===== src/rtl/bpd_pkg.sv =====
package bpd_pkg;

  localparam int MAX_BEATS = 4;

  typedef enum logic [1:0] {
    BT_ONE  = 2'b00,
    BT_TWO  = 2'b01,
    BT_FOUR = 2'b10,
    BT_RSVD = 2'b11
  } burst_e;

  // Beat count for a length code; the reserved code behaves as a single beat
  function automatic int beats_of(logic [1:0] code);
    case (burst_e'(code))
      BT_TWO:  return 2;
      BT_FOUR: return 4;
      default: return 1;
    endcase
  endfunction

endpackage


===== src/rtl/bpd_cmd_queue.sv =====
module bpd_cmd_queue #(
  parameter int WIDTH = 130,
  parameter int DEPTH = 2
) (
  input  logic             clk,
  input  logic             rst,
  input  logic             push,
  input  logic             pop,
  input  logic [WIDTH-1:0] wr_data,
  output logic [WIDTH-1:0] rd_data,
  output logic             full,
  output logic             empty
);
  localparam int PW = (DEPTH > 1) ? $clog2(DEPTH) : 1;
  localparam int CW = $clog2(DEPTH + 1);

  logic [WIDTH-1:0] mem [DEPTH];
  logic [PW-1:0]    wp, rp;
  logic [CW-1:0]    cnt;

  function automatic logic [PW-1:0] bump(logic [PW-1:0] p);
    return (p == PW'(DEPTH - 1)) ? '0 : p + PW'(1);
  endfunction

  always_ff @(posedge clk) begin
    if (push) mem[wp] <= wr_data;
  end

  always_ff @(posedge clk) begin
    if (rst) begin
      wp  <= '0;
      rp  <= '0;
      cnt <= '0;
    end else begin
      if (push) wp <= bump(wp);
      if (pop)  rp <= bump(rp);
      case ({push, pop})
        2'b10:   cnt <= cnt + CW'(1);
        2'b01:   cnt <= cnt - CW'(1);
        default: cnt <= cnt;
      endcase
    end
  end

  assign rd_data = mem[rp];
  assign full    = (cnt == CW'(DEPTH));
  assign empty   = (cnt == '0);

  // Push comes from the command handshake at the top level
  assert_no_overflow_R8: assert property (@(posedge clk) disable iff (rst)
    push |-> !full);

  // Pop comes from the beat engine
  assert_no_underflow_R7: assert property (@(posedge clk) disable iff (rst)
    pop |-> !empty);

endmodule


===== src/rtl/bpd_addr_stage.sv =====
module bpd_addr_stage #(
  parameter int AW = 32
) (
  input  logic          clk,
  input  logic          rst,
  input  logic          take,
  input  logic [AW-1:0] in_addr,
  input  logic [1:0]    in_burst,
  output logic          out_valid,
  output logic [AW-1:0] out_addr,
  output logic [1:0]    out_burst
);

  always_ff @(posedge clk) begin
    if (rst) out_valid <= 1'b0;
    else     out_valid <= take;
  end

  always_ff @(posedge clk) begin
    if (take) begin
      out_addr  <= in_addr;
      out_burst <= in_burst;
    end
  end

  assert_addr_follows_take_R2: assert property (@(posedge clk) disable iff (rst)
    out_valid |-> $past(take));

  assert_addr_idle_R2: assert property (@(posedge clk) disable iff (rst)
    !take |=> !out_valid);

endmodule


===== src/rtl/bpd_beat_engine.sv =====
module bpd_beat_engine #(
  parameter int DW = 32
) (
  input  logic                                clk,
  input  logic                                rst,
  input  logic                                q_empty,
  input  logic [2+DW*bpd_pkg::MAX_BEATS-1:0]  q_head,
  output logic                                q_pop,
  output logic                                data_valid,
  output logic [DW-1:0]                       data_word,
  output logic                                data_last
);
  localparam int NB = bpd_pkg::MAX_BEATS;
  localparam int CW = $clog2(NB + 1);
  localparam int IW = $clog2(NB);
  localparam int PW = DW * NB;

  logic [PW-1:0] words_q;
  logic [CW-1:0] nbeats_q;
  logic [CW-1:0] idx_q;
  logic [1:0]    head_code;
  logic [PW-1:0] head_words;
  logic [CW-1:0] head_beats;
  logic          free;
  logic [DW-1:0] word_at [NB];

  assign head_code  = q_head[PW +: 2];
  assign head_words = q_head[PW-1:0];
  assign head_beats = CW'(bpd_pkg::beats_of(head_code));

  // Engine may start a new burst when idle or on the final beat
  assign free  = !data_valid || data_last;
  assign q_pop = free && !q_empty;

  for (genvar g = 0; g < NB; g++) begin : g_slice
    assign word_at[g] = words_q[g*DW +: DW];
  end

  always_ff @(posedge clk) begin
    if (rst) begin
      data_valid <= 1'b0;
      data_last  <= 1'b0;
      idx_q      <= '0;
      nbeats_q   <= '0;
    end else if (q_pop) begin
      data_valid <= 1'b1;
      data_last  <= (head_beats == CW'(1));
      idx_q      <= CW'(1);
      nbeats_q   <= head_beats;
    end else if (data_valid && !data_last) begin
      data_last  <= (idx_q == nbeats_q - CW'(1));
      idx_q      <= idx_q + CW'(1);
    end else begin
      data_valid <= 1'b0;
      data_last  <= 1'b0;
    end
  end

  always_ff @(posedge clk) begin
    if (q_pop) begin
      words_q   <= head_words;
      data_word <= head_words[DW-1:0];
    end else if (data_valid && !data_last) begin
      data_word <= word_at[idx_q[IW-1:0]];
    end
  end

  assert_last_with_valid_R5: assert property (@(posedge clk) disable iff (rst)
    data_last |-> data_valid);

  assert_no_gap_in_burst_R4: assert property (@(posedge clk) disable iff (rst)
    (data_valid && !data_last) |=> data_valid);

  assert_start_from_queue_R6: assert property (@(posedge clk) disable iff (rst)
    (data_valid && !$past(data_valid)) |-> $past(!q_empty));

endmodule


===== src/rtl/burst_pipe_driver.sv =====
module burst_pipe_driver #(
  parameter int AW     = 32,
  parameter int DW     = 32,
  parameter int QDEPTH = 2
) (
  input  logic                             clk,
  input  logic                             rst,
  input  logic                             cmd_valid,
  output logic                             cmd_ready,
  input  logic [AW-1:0]                    cmd_addr,
  input  logic [1:0]                       cmd_burst,
  input  logic [DW*bpd_pkg::MAX_BEATS-1:0] cmd_data,
  output logic                             addr_valid,
  output logic [AW-1:0]                    addr_out,
  output logic [1:0]                       addr_burst,
  output logic                             data_valid,
  output logic [DW-1:0]                    data_out,
  output logic                             data_last
);
  localparam int EW = 2 + DW * bpd_pkg::MAX_BEATS;

  logic          take;
  logic          q_full, q_empty, q_pop;
  logic [EW-1:0] q_head;

  assign cmd_ready = !q_full;
  assign take      = cmd_valid && cmd_ready;

  bpd_addr_stage #(.AW(AW)) i_addr (
    .clk       (clk),
    .rst       (rst),
    .take      (take),
    .in_addr   (cmd_addr),
    .in_burst  (cmd_burst),
    .out_valid (addr_valid),
    .out_addr  (addr_out),
    .out_burst (addr_burst)
  );

  bpd_cmd_queue #(.WIDTH(EW), .DEPTH(QDEPTH)) i_queue (
    .clk     (clk),
    .rst     (rst),
    .push    (take),
    .pop     (q_pop),
    .wr_data ({cmd_burst, cmd_data}),
    .rd_data (q_head),
    .full    (q_full),
    .empty   (q_empty)
  );

  bpd_beat_engine #(.DW(DW)) i_beats (
    .clk        (clk),
    .rst        (rst),
    .q_empty    (q_empty),
    .q_head     (q_head),
    .q_pop      (q_pop),
    .data_valid (data_valid),
    .data_word  (data_out),
    .data_last  (data_last)
  );

  // A full queue must have been reached through earlier takes, never straight out of reset
  assert_ready_after_reset_R1: assert property (@(posedge clk) disable iff (rst)
    $past(rst) |-> cmd_ready);

endmodule


===== config.mk =====
export PLATFORM = sky130hd
export DESIGN_NAME = burst_pipe_driver
export DESIGN_NICKNAME = d
export VERILOG_FILES = /design/src/rtl/bpd_pkg.sv /design/src/rtl/bpd_cmd_queue.sv /design/src/rtl/bpd_addr_stage.sv /design/src/rtl/bpd_beat_engine.sv /design/src/rtl/burst_pipe_driver.sv
export SDC_FILE = /design/constraint.sdc
export NUM_CORES = 1
export LEC_CHECK = 0
export BUFFER_PORTS_ARGS = -buffer_cell sky130_fd_sc_hd__buf_2
export CORE_AREA = 2 2 179 181
export CTS_BUF_LIST = sky130_fd_sc_hd__clkbuf_16
export DETAILED_ROUTE_END_ITERATION = 6
export DIE_AREA = 0 0 181 183
export HOLD_SLACK_MARGIN = 0.06
export PLACE_DENSITY_LB_ADDON = 0.3
export SYNTH_ARGS = -nofsm -noshare
export SYNTH_HDL_FRONTEND = slang
export SYNTH_SLANG_ARGS = --single-unit

===== constraint.sdc =====
create_clock -name clk -period 5.7 [get_ports clk]
set_input_delay 0.285 -clock clk [delete_from_list [all_inputs] [get_ports clk]]
set_output_delay 0.285 -clock clk [all_outputs]
set_load 0.05 [all_outputs]

# Word level (Yosys, flattened, before mapping)

Memories as Yosys holds them, arrays and structs flattened. A register that Yosys moved wholly into a read port is not among the register bits.
Cells that the tools add are included.

RAM bits: 260
Register bits: 207
Output and inout port bits: 70
Memories kept: 1
Bits of input ports: 165
Word-level logic and storage cells: 61

Memory list:

| memory      | words | width | read ports | clocked after memory_dff | write ports | RTL line            | RTL |
|---|---|---|---|---|---|---|---|
| i_queue.mem | 2     | 130   | 1          | 1                        | 1           | bpd_cmd_queue.sv:17 | `logic [WIDTH-1:0] mem [DEPTH];` |

Equality and inequality tests: 8
Bitwise logic cells: 1
Multiplexer cells: 19
Magnitude comparators: 1
Reductions and logical operators: 12
Add/subtract/negate cells: 6

Operator list:

| cell                  | number |
|---|---|
| $mux W32              | 4 |
| $bmux W32 S2          | 1 |
| $mux W1               | 12 |
| $eq A2 B2 Y1 const B  | 3 |
| $pmux W3 S2           | 1 |
| $eq A2 B1 Y1 const B  | 2 |
| $logic_not A1 Y1      | 4 |
| $pmux W2 S2           | 1 |
| $reduce_bool A2 Y1    | 2 |
| $add A3 B1 Y3 const B | 1 |
| $eq A3 B1 Y1 const B  | 1 |
| $eq A3 B3 Y1          | 1 |
| $ge A3 B3 Y1 const B  | 1 |
| $logic_and A1 B1 Y1   | 3 |
| $not A2 Y3            | 1 |
| $sub A3 B1 Y3 const B | 1 |
| $add A1 B1 Y1 const B | 2 |
| $add A2 B1 Y2 const B | 1 |
| $logic_not A2 Y1      | 1 |
| $ne A2 B2 Y1 const B  | 1 |
| $reduce_or A2 Y1      | 1 |
| $sub A2 B1 Y2 const B | 1 |
| $logic_or A1 B1 Y1    | 1 |

# Depth between registers and ports, before layout

Gate-level depths: netlist of the first run.

Word-level depth: 6
Depth in mapped cells: 8
Gate-level depth less buffers: 6

# Cells and area by module

A second synthesis of the first run with hierarchy kept.

Cell total of the unflattened synthesis: 744
Area, all modules: 17050.1 um^2

Modules (own cells, without submodules):

| module            | cells each | area each (um^2) | times used | seq. area each (um^2) |
|---|---|---|---|---|
| bpd_cmd_queue     | 426        | 9571.7           | 1          | 7907.6 |
| bpd_beat_engine   | 280        | 6413.7           | 1          | 4964.8 |
| bpd_addr_stage    | 36         | 1054.8           | 1          | 1041.0 |
| burst_pipe_driver | 2          | 10.0             | 1          | 0.0 |

# Least setup slack after synthesis of the first run

OpenSTA, ideal clock, no wires.

Path kind: reg-to-reg
From: register i_queue.cnt[0]
To: memory i_queue.mem[1][0] (enable)
Setup slack: 1128 ps
Setup time: 505 ps
Arrival time: 4066 ps
Period minus slack after synthesis: 4572 ps
Buffers on the path: 0
Cell stages (with the launch flop): 3
Required time: 5195 ps
Cell sequence: dfxtp_1 nand2b_1 and3_1

Cells in the longest elaborated chain, start to end: 5

RTL lines:

| item                          | RTL line                | RTL |
|---|---|---|
| from (decl)                   | bpd_cmd_queue.sv:19     | `logic [CW-1:0] cnt;` |
| from (signal assigned)        | bpd_cmd_queue.sv:38     | `2'b10: cnt <= cnt + CW'(1);` |
| from (signal assigned)        | bpd_cmd_queue.sv:39     | `2'b01: cnt <= cnt - CW'(1);` |
| from (signal assigned)        | bpd_cmd_queue.sv:40     | `default: cnt <= cnt;` |
| $eq A2 B2 Y1                  | bpd_cmd_queue.sv:46     | `assign full = (cnt == CW'(DEPTH));` |
| $logic_not A1 Y1              | burst_pipe_driver.sv:26 | `assign cmd_ready = !q_full;` |
| via cmd_ready                 | burst_pipe_driver.sv:9  | `output logic cmd_ready,` |
| $logic_and A1 B1 Y1           | burst_pipe_driver.sv:27 | `assign take = cmd_valid && cmd_ready;` |
| $mux W1                       | bpd_cmd_queue.sv:26     | `if (push) mem[wp] <= wr_data;` |
| $mux W1 (implied by the code) | bpd_cmd_queue.sv:26     |  |
| to (decl)                     | bpd_cmd_queue.sv:17     |  |

The timed path passes the listed nets, and every way through them passes these cells.

# Worst setup path in the final report of the first run

From: register i_beats.data_valid
To: register i_beats.data_word[22] (data pin)

Cells in the longest elaborated chain, start to end: 4

RTL lines:

| item                   | RTL line              | RTL |
|---|---|---|
| from (decl)            | bpd_beat_engine.sv:9  | `output logic data_valid,` |
| from (signal assigned) | bpd_beat_engine.sv:41 | `data_valid <= 1'b0;` |
| from (signal assigned) | bpd_beat_engine.sv:46 | `data_valid <= 1'b1;` |
| from (signal assigned) | bpd_beat_engine.sv:54 | `data_valid <= 1'b0;` |
| $logic_not A1 Y1       | bpd_beat_engine.sv:32 | `assign free = !data_valid \|\| data_last;` |
| $logic_or A1 B1 Y1     | bpd_beat_engine.sv:32 |  |
| $logic_and A1 B1 Y1    | bpd_beat_engine.sv:33 | `assign q_pop = free && !q_empty;` |
| $mux W32               | bpd_beat_engine.sv:60 | `if (q_pop) begin` |
| to (signal assigned)   | bpd_beat_engine.sv:62 | `data_word <= head_words[DW-1:0];` |
| to (signal assigned)   | bpd_beat_engine.sv:64 | `data_word <= word_at[idx_q[IW-1:0]];` |
| to (decl)              | bpd_beat_engine.sv:10 | `output logic [DW-1:0] data_word,` |

Every way passes these cells.
A chain may end at the register's enable or synchronous reset.

==> results of run 1 <==
state kept, by name, indices dropped and copies added (netlist names), 2 cells and up, named ones only:
register,count
i_addr.out_burst,2
i_beats.idx_q,3
i_beats.data_word,32
i_queue.cnt,2
i_beats.words_q,128
i_queue.mem,260
i_addr.out_addr,32
i_beats.nbeats_q,3
layout make-up:
cell class	instances	area share, %
antenna	4	0.0460
clock buffer	48	5.52
clock inverter	39	1.34
inverter	7	0.144
multi-input combinational	245	13.4
sequential	468	64.0
tap	402	2.31
timing repair buffer	402	13.2
per-layer routing:
layer,vias up,share of wire [%],track usage [%]
met5,-,0.041,0
met4,2,2.4,6.24
met3,59,5.1,3.97
met2,227,53,33.9
met1,4296,39,23.9
li1,3884,-,-
critical path, cell delays in order, from the launching register on:
cell	delay (ns)
dfxtp_1	0.34
nor2b_1	0.25
nor2_4	0.66
buf_12	0.51
mux2_2	0.42
cells in the mapped netlist, types with 3 or more instances:
cell / n
clkbuf_1: 4
mux4_2: 31
edfxtp_1: 454
nand3_1: 3
buf_2: 15
nor3_1: 3
ha_1: 5
xnor2_1: 4
dfxtp_1: 14
mux2i_1: 3
xor2_1: 3
mux2_2: 160
a21oi_1: 8
inv_1: 7
o21ai_0: 5
buf_4: 4
power by group:
| group | internal, mW | switching (mW) |
|---|---|---|
| logic | 1.05 | 1.59 |
| registers | 5.01 | 0.333 |
| clock network | 1.71 | 1.21 |
repair_timing:
item	in CTS	in global routing
hold buffers	163	0
endpoints found under the setup margin	0	0
endpoints found under the hold margin	295	0
cells by family (layout without fill, tap and decap cells):
logic type,count (synthesis),count (layout),share of synthesized area (%)
compound gates,16,16,0.544
other cells,0,4,0
xor+xnor,7,7,0.360
mux,195,195,15.0
flops,468,468,81.7
buf+inv,34,496,1.25
simple gates,22,22,0.750
fa+ha+maj,5,5,0.367
through the flow:
stage | total power, mW | setup slack, ns | hold WS (ns) | cells
finish | 10.9 | 2.98 | 0.106 | 1615
global placement | 7.90 | 3.14 | 0.462 | 1361
detailed placement | 7.98 | 3.06 | 0.464 | 1361
floorplan | 7.33 | 1.13 | 0.358 | 747
global route | 11.4 | 2.87 | 0.105 | 1614
CTS | 11.0 | 3.05 | 0.0809 | 1611
worst paths after layout:
check | endpoint | start
setup / recovery | i_beats.data_word[22] | i_beats.data_valid
hold / removal | i_addr.out_valid | rst
setup reg to reg | i_beats.data_word[22] | i_beats.data_valid
hold reg to reg | i_beats.nbeats_q[1] | i_beats.nbeats_q[1]
==> results.toml, run 1 <==
[status]
outcome = "complete, no violations"

[synthesis]
ys_ff_latch = 468
yosysTopAreaCell = "edfxtp_1"
ys_warn_count = 0
synth_top_flop_cell = "edfxtp_1"
synth_top_area_share_pct = 80.1
netlist_top_cells_area = "edfxtp_1 (80%), mux2_2 (11%), mux4_2 (4.1%), dfxtp_1 (1.6%), buf_2 (0.44%)"
yosysUniqueCellTypes = 34
synthArstFlopShare_pct = 0
synth_seq_area_share_pct = 81.7
synth.avg_cell_area_um2 = 22.8
synth_area_um2 = 17000
synth_edf_count = 454
syn_inst = 747
synthesis.nets = 917

[final_layout]
fillCellCount = 1969
syn_to_final_growth_pct = 27.7
utilization_pct = 69.6
layout-drive-gt1-share_pct = 41.9
fin_nets = 1341
ff_latch_area_um2 = 13900
fin_area_um2 = 21700
multi_input_area_um2 = 2910
layout_common_cells = "edfxtp_1 (454), buf_2 (234), dlygate4sd3_1 (163)"
layout_commonest_cell = "edfxtp_1"

[floorplanning]
start_util_pct = 54.5
pin_count = 235
die_h_um = 183
die_area_um2 = 33100
num_rows = 65
core_um2 = 31200
die_x_um = 181

[placement]
port_buffers = 234
placed_area_um2 = 18600
place.gp.congestion = 0.693
dp.final_hpwl_mm = 17.3

[setup_path]
worstSetupPathType = "register to register"
r2r.worst_path.cells = 4
critPathMaxFanout = 138
end_kind = "register"
critPathLaunchType = "register"
r2r_setup_slack_ns = 2.98
cp_data_arrival_time_ns = 3.00
crit_required_ns = 5.99

[drt]
firstDrtPassIters = 5
avgRoutedWirePerCell_um = 19.7
drt_wl_total_mm = 31.9
detail_route.vias_per_cell = 5.24
drt_iter0_drc = 548
ant_nets = 0
via_count = 8468
drc = 0

[sta]
fmax_mhz = 368
min_period_ns = 2.72
worstMarginPinSlew_ns = 1.30
setup_viol = 0
skew_ns = 0.0159
hold_violations = 0
final-max-slew-violation-count = 0
setup-tns-final_ns = 0
fin_crit_sh_pct = 47.7
rsz0062_at_grt = "false"
slew_headroom_pct = 13.5

[cts]
cts.path.max_buffers = 3
cts_tree = "yes"
cts.clk_slew.worst_paths_ns = 0.06
clock-sinks = 468
clock-root-buffer = "clkbuf_16"
ctsResizeCount = 0
ctsHtreeMaxLevel = 2
post_cts_buffers = 0
clock_latency_ns = 0.54
cts_buffers = 47

[hold_path]
min_path_cells = 2
holdCritPathClass = "input port to register"

[grt]
grt_usage_pct = 19.2
antenna_found_initial = 5
first_global_vias = 8995
grt_pass1_wl_mm = 48.5
gr-total-overflow = 0
grt_max_degree = 139

[power]
power.static_leakage_nw = 7.73
ir_drop_uv = 374
p_per_area_nw_per_um2 = 502

[run]
max_cap_viol_count = 0
Power figures use the tool's default switching activity.
==> run 2, diff against run 1 <==
==> constraint.sdc (replaced) <==
create_clock -name clk -period 2.8 [get_ports clk]
set_input_delay 0.14 -clock clk [delete_from_list [all_inputs] [get_ports clk]]
set_output_delay 0.14 -clock clk [all_outputs]
set_load 0.05 [all_outputs]
==> run 2 against run 1 <==
- clock skew up 0.015 ns
- sequential share of layout area fell by 0.67 points
- fmax rose by 21%
- sequential cell count stayed put
- core utilization increased by 0.77 points
- first-iteration DRC count increased by 28%
- sequential power is 100% higher
- global-route usage grew 1.4 points
- die area unchanged
- wire length grew 7.0%
- total power grew 110%
==> results.toml, run 2 (synthesis gave the netlist of run 1 again) <==
[setup_path]
cp_num_cells = 4
rr_endpoint = "i_beats.data_word[18]"
cp_data_arrival_time_ns = 2.51
critical_path.max_stage_delay_ns = 0.73
crit_required_ns = 3.07
r2r.worst_path.cells = 4
worstSetupPathType = "register to register"
critPathLaunchType = "register"
endpoint = "i_beats.data_word[18]"
worst-path-buf-inv = 1
slowest_stage = "buf_4"
crit_start = "i_beats.data_valid"
path_delay_family = "buffers and inverters"
critPathMaxFanout = 70
crit_chain = "nor2b_1 -> nor2_4 -> buf_4 -> mux2_2"
r2r-start = "i_beats.data_valid"
r2r_setup_slack_ns = 0.56
end_kind = "register"

[sta]
final-max-slew-violation-count = 0
fin_crit_sh_pct = 79.9
skew_ns = 0.0312
min_period_ns = 2.24
worstMarginPinSlew_ns = 0.936
hold_violations = 0
slew_headroom_pct = 37.6
setup_viol = 0
fmax_mhz = 447
setup-tns-final_ns = 0
rsz0062_at_grt = "false"

[cts]
cts_tree = "yes"
clock-root-buffer = "clkbuf_16"
cts.path.max_buffers = 3
ctsResizeCount = 0
clock_latency_ns = 0.55
clock-sinks = 468
cts.clk_slew.worst_paths_ns = 0.07
ctsHtreeMaxLevel = 2
cts_buffers = 46

[final_layout]
syn_to_final_growth_pct = 29.1
fin_area_um2 = 22000
regMostFlops = "i_queue.mem"
largest_reg_flops = 260
fin_nets = 1358
layout_commonest_cell = "edfxtp_1"
fillCellCount = 1913
utilization_pct = 70.4
layout_common_cells = "edfxtp_1 (454), buf_2 (234), dlygate4sd3_1 (165)"
layout-drive-gt1-share_pct = 42.9
top_regs = "i_queue.mem (260), i_beats.words_q (128)"

[power]
power_mw = 22.6
p_per_area_nw_per_um2 = 1030
power.static_leakage_nw = 7.82
ir_drop_uv = 724

[drt]
dr.max_layer_used = "met5"
wl_met1_mm = 12.9
avgRoutedWirePerCell_um = 21.0
drt_wl_total_mm = 34.1
wl_met2_mm = 18.4
firstDrtPassIters = 5
wl_met3_mm = 1.77
ant_nets = 0
via_count = 8582
drc = 0
detail_route.vias_per_cell = 5.27
drt_iter0_drc = 699

[placement]
port_buffers = 234
dp.final_hpwl_mm = 18.6
placed_area_um2 = 18800
place.gp.congestion = 0.728

[status]
outcome = "complete, no violations"

[floorplanning]
die_h_um = 183
die_area_um2 = 33100
pin_count = 235
core_um2 = 31200
die_x_um = 181
start_util_pct = 54.5
num_rows = 65

[run]
max_cap_viol_count = 0

[grt]
grt_usage_pct = 20.5
first_global_vias = 9225
grt_pass1_wl_mm = 51.2
antenna_found_initial = 3
gr-total-overflow = 0
grt_max_degree = 94

[hold_path]
holdCritPathClass = "input port to register"
[run 2: cell count changes in the layout (fill, tap and decap cells not counted), moves of 2 or more]
cell           delta
bufinv_16         +2
buf_12            +7
dfxtp_1           -2
buf_4             +9
clkinv_1          +3
dlygate4sd3_1     +2
inv_1             -6
clkinv_2          -4
clkinvlp_4        +3
[run 2: per-stage QoR]
| step | hold WS [ns] | cells | setup WS [ns] |
|---|---|---|---|
| 2_1_floorplan | 0.213 | 747 | -0.262 |
| 3_3_place_gp | 0.317 | 1377 | 0.654 |
| 3_5_place_dp | 0.318 | 1377 | 0.613 |
| 4_1_cts | 0.290 | 1624 | 0.604 |
| 5_1_grt | 0.294 | 1626 | 0.444 |
| 6_report | 0.296 | 1627 | 0.562 |
[run 2: power breakdown]
part / total [mW] / internal [mW] / switching (mW)
logic: 5.65 / 2.29 / 3.35
clock network: 6.09 / 3.59 / 2.50
registers: 10.9 / 10.2 / 0.691
[run 2: cell type report]
| type | count | area, µm² | area share [%] |
|---|---|---|---|
| diodes | 3 | 7.51 | 0.0342 |
| clock buffers | 47 | 1180 | 5.35 |
| clock inverters | 35 | 318 | 1.45 |
| inverters | 7 | 30.0 | 0.137 |
| multi-input cells | 245 | 2920 | 13.3 |
| flip-flops and latches | 468 | 13900 | 63.4 |
| well taps | 402 | 503 | 2.29 |
| repair buffers | 420 | 3110 | 14.1 |
[run 2: routing by layer]
metal | vias up | track usage, %
li1 | 3907 | -
met1 | 4342 | 24.2
met2 | 259 | 37.9
met3 | 72 | 3.89
met4 | 2 | 6.99
met5 | - | 0
[run 2: how the worst min path moves through the flow]
stage | startpoint | to | slack [ns] | cells past startpoint
floorplan | rst | i_beats.idx_q[0] | 0.21 | 1
global placement | cmd_addr[8] | i_addr.out_addr[8] | 0.32 | 1
detailed placement | cmd_addr[27] | i_addr.out_addr[27] | 0.32 | 1
CTS | cmd_addr[27] | i_addr.out_addr[27] | 0.29 | 2
global route | cmd_addr[23] | i_addr.out_addr[23] | 0.29 | 2
finish | cmd_addr[23] | i_addr.out_addr[23] | 0.30 | 2
[run 2: timing repair]
action	4_1_cts	5_1_grt
setup endpoints to repair	0	0
setup buffers	0	0
hold buffers	165	0
endpoints found under the hold margin	307	0
